## src/rtl/excSeqPkg.sv

```systemverilog
package excSeqPkg;

  typedef enum logic [1:0] {
    VK_TAB = 2'd0,
    VK_SP  = 2'd1,
    VK_PC  = 2'd2
  } vecKind_e;

  typedef enum logic [2:0] {
    ST_BOOT    = 3'd0,
    ST_THREAD  = 3'd1,
    ST_ENTRY   = 3'd2,
    ST_HANDLER = 3'd3,
    ST_TAIL    = 3'd4,
    ST_EXIT    = 3'd5
  } seqState_e;

  // strobes from the control FSM to the stack/vector datapath
  typedef struct packed {
    logic     push;
    logic     pop;
    logic     spDec;
    logic     spInc;
    logic     spLoad;
    logic     spRestore;
    logic     frameSave;
    logic     pcLoad;
    logic     vecRd;
    vecKind_e vecKind;
  } seqCtl_t;

endpackage

```

## src/rtl/excSeqCtrl.sv

```systemverilog
module excSeqCtrl
  import excSeqPkg::*;
#(
  parameter int NUM_W     = 6,
  parameter int PRIO_W    = 4,
  parameter int ENTRY_CYC = 12,
  parameter int TAIL_CYC  = 6,
  parameter int EXIT_CYC  = 10,
  parameter int PUSH_N    = 8
) (
  input  logic              clk,
  input  logic              rstN,
  input  logic              reqValid,
  input  logic [NUM_W-1:0]  reqNum,
  input  logic [PRIO_W-1:0] reqPrio,
  input  logic              handlerDone,
  input  logic              spMis,
  output seqCtl_t           ctl,
  output logic [NUM_W-1:0]  curNum,
  output logic              handlerMode,
  output logic              handlerStart,
  output logic              returnDone
);

  localparam int MAXC = ENTRY_CYC + EXIT_CYC + TAIL_CYC;
  localparam int CW   = $clog2(MAXC + 1);

  seqState_e         state;
  logic [CW-1:0]     cnt;
  logic              padFlag;
  logic [PRIO_W-1:0] curPrio;
  logic              pendValid;
  logic [NUM_W-1:0]  pendNum;
  logic [PRIO_W-1:0] pendPrio;

  logic [CW-1:0] padW, entryLast, exitLast;
  logic          lateSwap, canPend;

  assign padW      = {{(CW-1){1'b0}}, padFlag};
  assign entryLast = CW'(ENTRY_CYC - 1) + padW;
  assign exitLast  = CW'(EXIT_CYC - 1) + padW;
  assign lateSwap  = (state == ST_ENTRY) && reqValid && !pendValid &&
                     (reqPrio < curPrio) && (cnt < entryLast - CW'(1));
  assign canPend   = reqValid && !pendValid;

  assign handlerMode = (state == ST_HANDLER) || (state == ST_TAIL) || (state == ST_EXIT);

  always_comb begin
    ctl = '0;
    ctl.vecKind = VK_TAB;
    unique case (state)
      ST_BOOT: begin
        ctl.vecRd   = (cnt < CW'(2));
        ctl.vecKind = (cnt == '0) ? VK_SP : VK_PC;
        ctl.spLoad  = (cnt == CW'(1));
        ctl.pcLoad  = (cnt == CW'(2));
      end
      ST_ENTRY: begin
        ctl.push      = (cnt >= padW) && (cnt < padW + CW'(PUSH_N));
        ctl.spDec     = ctl.push || (padFlag && cnt == '0);
        ctl.vecRd     = (cnt == entryLast - CW'(1));
        ctl.pcLoad    = (cnt == entryLast);
        ctl.frameSave = (cnt == entryLast);
      end
      ST_TAIL: begin
        ctl.vecRd  = (cnt == CW'(TAIL_CYC - 2));
        ctl.pcLoad = (cnt == CW'(TAIL_CYC - 1));
      end
      ST_EXIT: begin
        ctl.pop       = (cnt < CW'(PUSH_N)) && !reqValid;
        ctl.spInc     = ctl.pop || (padFlag && cnt == CW'(PUSH_N) && !reqValid);
        ctl.spRestore = reqValid;
      end
      default: ;
    endcase
  end

  always_ff @(posedge clk or negedge rstN) begin
    if (!rstN) begin
      state        <= ST_BOOT;
      cnt          <= '0;
      padFlag      <= 1'b0;
      curNum       <= '0;
      curPrio      <= '0;
      pendValid    <= 1'b0;
      pendNum      <= '0;
      pendPrio     <= '0;
      handlerStart <= 1'b0;
      returnDone   <= 1'b0;
    end else begin
      handlerStart <= 1'b0;
      returnDone   <= 1'b0;
      unique case (state)
        ST_BOOT: begin
          cnt <= cnt + CW'(1);
          if (cnt == CW'(2)) begin
            state <= ST_THREAD;
            cnt   <= '0;
          end
        end
        ST_THREAD: begin
          if (reqValid) begin
            state   <= ST_ENTRY;
            cnt     <= '0;
            curNum  <= reqNum;
            curPrio <= reqPrio;
            padFlag <= spMis;
          end
        end
        ST_ENTRY: begin
          cnt <= cnt + CW'(1);
          if (lateSwap) begin
            pendValid <= 1'b1;
            pendNum   <= curNum;
            pendPrio  <= curPrio;
            curNum    <= reqNum;
            curPrio   <= reqPrio;
          end else if (canPend) begin
            pendValid <= 1'b1;
            pendNum   <= reqNum;
            pendPrio  <= reqPrio;
          end
          if (cnt == entryLast) begin
            state        <= ST_HANDLER;
            cnt          <= '0;
            handlerStart <= 1'b1;
          end
        end
        ST_HANDLER: begin
          if (handlerDone) begin
            cnt <= '0;
            if (pendValid) begin
              state     <= ST_TAIL;
              curNum    <= pendNum;
              curPrio   <= pendPrio;
              pendValid <= 1'b0;
            end else if (reqValid) begin
              state   <= ST_TAIL;
              curNum  <= reqNum;
              curPrio <= reqPrio;
            end else begin
              state <= ST_EXIT;
            end
          end else if (canPend) begin
            pendValid <= 1'b1;
            pendNum   <= reqNum;
            pendPrio  <= reqPrio;
          end
        end
        ST_TAIL: begin
          cnt <= cnt + CW'(1);
          if (canPend) begin
            pendValid <= 1'b1;
            pendNum   <= reqNum;
            pendPrio  <= reqPrio;
          end
          if (cnt == CW'(TAIL_CYC - 1)) begin
            state        <= ST_HANDLER;
            cnt          <= '0;
            handlerStart <= 1'b1;
          end
        end
        ST_EXIT: begin
          if (reqValid) begin
            state   <= ST_TAIL;
            cnt     <= '0;
            curNum  <= reqNum;
            curPrio <= reqPrio;
          end else if (cnt == exitLast) begin
            state      <= ST_THREAD;
            cnt        <= '0;
            returnDone <= 1'b1;
          end else begin
            cnt <= cnt + CW'(1);
          end
        end
        default: state <= ST_BOOT;
      endcase
    end
  end

  // a handler never starts outside handler mode
  p_start_mode_r4: assert property (@(posedge clk) disable iff (!rstN)
    handlerStart |-> handlerMode);

  // a completed return always lands in thread mode
  p_ret_thread_r5: assert property (@(posedge clk) disable iff (!rstN)
    returnDone |-> !handlerMode);

  // the entry target only changes mid-entry towards a more urgent request
  p_late_prio_r7: assert property (@(posedge clk) disable iff (!rstN)
    (state == ST_ENTRY && $past(state) == ST_ENTRY && curNum != $past(curNum))
      |-> (curPrio < $past(curPrio)));

endmodule

```

## src/rtl/excSeqData.sv

```systemverilog
module excSeqData
  import excSeqPkg::*;
#(
  parameter int AW    = 32,
  parameter int NUM_W = 6
) (
  input  logic             clk,
  input  logic             rstN,
  input  seqCtl_t          ctl,
  input  logic [NUM_W-1:0] curNum,
  input  logic [AW-1:0]    vecBase,
  input  logic [AW-1:0]    vecRdData,
  output logic [AW-1:0]    vecAddr,
  output logic [AW-1:0]    stackAddr,
  output logic [AW-1:0]    entryPc,
  output logic             spMis
);

  localparam logic [AW-1:0] WORD = AW'(4);

  logic [AW-1:0] sp, frameSp, tabOff;

  assign tabOff    = AW'({curNum, 2'b00});
  assign stackAddr = ctl.spDec ? sp - WORD : sp;
  assign spMis     = sp[2];

  always_comb begin
    unique case (ctl.vecKind)
      VK_SP:   vecAddr = '0;
      VK_PC:   vecAddr = WORD;
      default: vecAddr = {vecBase[AW-1:2], 2'b00} + tabOff;
    endcase
  end

  always_ff @(posedge clk or negedge rstN) begin
    if (!rstN) begin
      sp      <= '0;
      frameSp <= '0;
      entryPc <= '0;
    end else begin
      if (ctl.spLoad)         sp <= {vecRdData[AW-1:2], 2'b00};
      else if (ctl.spRestore) sp <= frameSp;
      else if (ctl.spDec)     sp <= sp - WORD;
      else if (ctl.spInc)     sp <= sp + WORD;
      if (ctl.frameSave) frameSp <= sp;
      if (ctl.pcLoad)    entryPc <= vecRdData;
    end
  end

  // consecutive pushes walk down one word at a time
  p_push_step_r2: assert property (@(posedge clk) disable iff (!rstN)
    (ctl.push && $past(ctl.push)) |-> (stackAddr == $past(stackAddr) - WORD));

  // consecutive pops walk up one word at a time
  p_pop_step_r5: assert property (@(posedge clk) disable iff (!rstN)
    (ctl.pop && $past(ctl.pop)) |-> (stackAddr == $past(stackAddr) + WORD));

  // a finished frame always sits on an 8-byte boundary
  p_frame_align_r10: assert property (@(posedge clk) disable iff (!rstN)
    ctl.frameSave |-> (sp[2:0] == 3'b000));

endmodule

```

## src/rtl/excSeq.sv

```systemverilog
module excSeq
  import excSeqPkg::*;
#(
  parameter int AW        = 32,
  parameter int NUM_W     = 6,
  parameter int PRIO_W    = 4,
  parameter int ENTRY_CYC = 12,
  parameter int TAIL_CYC  = 6,
  parameter int EXIT_CYC  = 10,
  parameter int PUSH_N    = 8
) (
  input  logic              clk,
  input  logic              rstN,
  input  logic              reqValid,
  input  logic [NUM_W-1:0]  reqNum,
  input  logic [PRIO_W-1:0] reqPrio,
  input  logic              handlerDone,
  input  logic [AW-1:0]     vecBase,
  input  logic [AW-1:0]     vecRdData,
  output logic              vecRdEn,
  output logic [AW-1:0]     vecAddr,
  output logic              pushStrobe,
  output logic              popStrobe,
  output logic [AW-1:0]     stackAddr,
  output logic              handlerMode,
  output logic              handlerStart,
  output logic [AW-1:0]     entryPc,
  output logic [NUM_W-1:0]  activeNum,
  output logic              returnDone
);

  seqCtl_t ctl;
  logic    spMis;

  excSeqCtrl #(
    .NUM_W(NUM_W), .PRIO_W(PRIO_W), .ENTRY_CYC(ENTRY_CYC),
    .TAIL_CYC(TAIL_CYC), .EXIT_CYC(EXIT_CYC), .PUSH_N(PUSH_N)
  ) uCtrl (
    .clk(clk), .rstN(rstN), .reqValid(reqValid), .reqNum(reqNum),
    .reqPrio(reqPrio), .handlerDone(handlerDone), .spMis(spMis),
    .ctl(ctl), .curNum(activeNum), .handlerMode(handlerMode),
    .handlerStart(handlerStart), .returnDone(returnDone)
  );

  excSeqData #(.AW(AW), .NUM_W(NUM_W)) uData (
    .clk(clk), .rstN(rstN), .ctl(ctl), .curNum(activeNum),
    .vecBase(vecBase), .vecRdData(vecRdData), .vecAddr(vecAddr),
    .stackAddr(stackAddr), .entryPc(entryPc), .spMis(spMis)
  );

  assign vecRdEn    = ctl.vecRd;
  assign pushStrobe = ctl.push;
  assign popStrobe  = ctl.pop;

endmodule

```

## config.mk

```make
export PLATFORM = sky130hd
export DESIGN_NAME = excSeq
export DESIGN_NICKNAME = d
export VERILOG_FILES = /design/src/rtl/excSeqPkg.sv /design/src/rtl/excSeqCtrl.sv /design/src/rtl/excSeqData.sv /design/src/rtl/excSeq.sv
export SDC_FILE = /design/constraint.sdc
export NUM_CORES = 1
export LEC_CHECK = 0
export BUFFER_PORTS_ARGS = -buffer_cell sky130_fd_sc_hd__buf_2
export CORE_AREA = 4 4 145 147
export CTS_BUF_LIST = sky130_fd_sc_hd__clkbuf_8
export CTS_CLUSTER_DIAMETER = 50
export DETAILED_ROUTE_END_ITERATION = 8
export DIE_AREA = 0 0 149 151
export HOLD_SLACK_MARGIN = 0.1
export PLACE_DENSITY = 0.77
export REMOVE_ABC_BUFFERS = 1
export SYNTH_ARGS = -nofsm -noshare
export SYNTH_HDL_FRONTEND = slang
export SYNTH_SLANG_ARGS = --single-unit
export TNS_END_PERCENT = 10
```

## constraint.sdc

```tcl
create_clock -name clk -period 3.4 [get_ports clk]
set_input_delay 0.34 -clock clk [delete_from_list [all_inputs] [get_ports clk]]
set_output_delay 0.34 -clock clk [all_outputs]
set_load 0.05 [all_outputs]
```

==> results.toml <==
[logic_synthesis]
synth-seq-cells = 128
yosysSeqAreaShare_pct = 36.7
synthesis.area_um2 = 8720
avgSynthCellArea_um2 = 8.92
synthMostInstantiatedCell = "dfrtp_1"
synthArstFlopShare_pct = 100
synth_warnings = 0
synthCells = 977
synth_top_area_share_pct = 36.7
yosysUniqueCellTypes = 83
synth_edf_count = 0
synth_area_leader_cell = "dfrtp_1"
synth_commonest_cells = "128 x dfrtp_1, 96 x nand2_1, 69 x nor2_1"
ys.flop_type = "dfrtp_1"
yosys-top-cells-area = "dfrtp_1 37%, mux2_1 4.3%, nand2_1 4.1%, mux2_2 3.5%, xor2_1 3.3%"

[die]
pin_count = 186
core-area_um2 = 19900
rows = 52
die_area_um2 = 22500
fp.dieH_um = 151
start_util_pct = 43.8
die_w_um = 149

[cells_and_area]
drive_above_1_share_pct = 27.6
insertedDiodeCount = 0
final_cells = 1436
fin_nets = 1249
area_delta_synth_final_pct = 21.1

[timing]
slew_headroom_pct = 50.3
rsz0062_at_grt = "yes"
hold_viol = 0
clock.fmax_mhz = 305
min_period_ns = 3.28
period_share_pct = 96.5
final_max_slew_viol_count = 0
worst_pin_slew_ns = 0.746
fin_skew_ns = 0.0188
setup_violations = 0

[clock_network]
clkSlewWorstSetupHoldPaths_ns = 0.09
h-tree-depth = 4
clock-root-buffer = "clkbuf_8"
cts_buffer_depth = 2
clkLatencyLatePin_ns = 0.46
numCtsBuffers = 17
tritoncts = "done"
cts_num_sinks = 128

[setup_path]
end_kind = "output port"
cp_max_fo = 11
r2r_setup_slack_ns = 0.61
crit_type = "flip-flop to output port"
worst_ep_arrival_time_ns = 2.94
required_ns = 3.06
start_kind = "flip-flop"

[detailed_routing]
viasPerCell = 5.85
vias = 8396
drc = 0
ant_nets = 0
routed_wl_um = 25600
drt-initial-drc-count = 672
drt_first_pass_iters = 5
wl_per_cell_um = 17.8

[grt]
grt_pass1_vias = 8033
grt_max_degree = 56
antenna_found_initial = 0
grt_use_total_pct = 22.4
grt_pass1_wl_um = 40700
grt_overflow_total = 0

[status]
status = "complete, no violations"

[min_path]
min_path_type = "primary input to flip-flop"

[placed_design]
gp_congestion = 0.953
dp.cells = 1388
io_buffers = 181
dp_hpwl_um = 18300

[power]
p_leak_nw = 4.90
peakVddDrop_mv = 0.788
total_power_mw = 10.2
power_density_nw_per_um2 = 962

[run]
cap_violations = 0
==> metrics by stage <==
stage	TNS [ns]	hold WS [ns]	setup WS [ns]	util [%]	instance area, µm²
finish	0	0.122	0.118	53.0	10600
global placement	0	0.376	0.434	49.9	9940
CTS	0	0.103	0.00256	52.5	10500
floorplan	-27.92	0.0444	-0.705	-	8380
global route	-0.0402	0.100	-0.0267	53.0	10600
detailed placement	0	0.383	0.393	49.9	9940
==> cells in the final DEF, fill, tap and decap left out, types with 14 or more instances in the layout <==
cell type  netlist  final
mux2_2          27     27
dfrtp_1        128    127
inv_1           27     27
a21oi_1         40     38
buf_2           12    166
mux2i_1         21     21
a31oi_1         14     14
nand3_1         38     38
mux2_1          33     33
xor2_1          33     33
a22oi_1         14     14
clkbuf_8         0     18
and3_1          19     19
buf_4            4     55
nand2_1         96     95
xnor2_1         18     18
o21ai_0         50     49
o22ai_1         18     18
ha_1            17     16
nor3_1          28     27
nor2_1          69     69
==> critical path, stage by stage, from the launching register on <==
cell	delay [ns]
dfrtp_2	0.43
inv_1	0.09
ha_1	0.33
a21oi_1	0.07
and4_1	0.25
buf_4	0.19
or3_1	0.50
nor2_1	0.17
xor2_1	0.18
buf_2	0.29
==> per-layer routing <==
metal	GRT usage, %	wire, µm	vias up
met4	7.51	503	0
met3	4.16	1880	41
met5	0	0	-
met2	37.6	12300	362
met1	29.1	10900	4067
li1	-	-	3926
==> state kept, by name, summed over array words and instances, names as in the netlist <==
signal,cells
uCtrl.curNum,6
uCtrl.state,3
uCtrl.curPrio,4
uData.frameSp,32
uCtrl.pendPrio,4
uCtrl.pendNum,6
uData.entryPc,32
uCtrl.handlerStart,1
uCtrl.pendValid,1
uCtrl.cnt,5
uCtrl.returnDone,1
uCtrl.padFlag,1
uData.sp,32
==> worst paths after layout <==
kind / startpoint / end / cells past startpoint
worst max-delay path: uCtrl.cnt[0] / stackAddr[16] / 9
worst min-delay path: vecRdData[28] / uData.entryPc[28] / 2
worst max register to register: uData.sp[16] / uData.sp[22] / 7
worst min register to register: uData.frameSp[2] / uData.frameSp[2] / 2
max in group asynchronous: rstN / uCtrl.curPrio[2] / 3
min in group asynchronous: rstN / uData.entryPc[0] / 2
==> where the power goes <==
group / leakage [nW] / internal (mW) / switching [mW] / total [mW]
logic: 3.09 / 1.83 / 4.42 / 6.25
registers: 1.62 / 2.02 / 0.551 / 2.57
clock network: 0.195 / 0.620 / 0.715 / 1.33
==> final cells by class <==
| class | count | area [µm²] |
|---|---|---|
| inverters | 27 | 101 |
| well taps | 270 | 338 |
| multi-input cells | 744 | 5140 |
| clock inverters | 14 | 143 |
| clock buffers | 18 | 248 |
| flip-flops and latches | 128 | 3200 |
| repair buffers | 235 | 1390 |
| fillers | 1849 | 9350 |
==> logic make-up (layout without fill, tap and decap cells) <==
kind of cell	count (synthesis)	in the layout	synth area share, %
AOI/OAI and AO/OA	238	238	18.8
xor gates and xnor gates	51	51	5.12
adders and majority gates	18	18	2.67
buffers and inverters	106	294	5.10
DFF	128	128	36.7
muxes	81	81	10.2
other	1	2	0.0430
and+or+nand+nor	354	354	21.4
==> timing repair <==
item	4_1_cts	5_1_grt
buffers inserted	0	6
pin swaps	3	3
setup endpoints to repair	10	25
endpoints found under the hold margin	51	0
resized for setup	10	23
hold buffers	10	0
No activity file was read; power rests on OpenSTA's default activity.
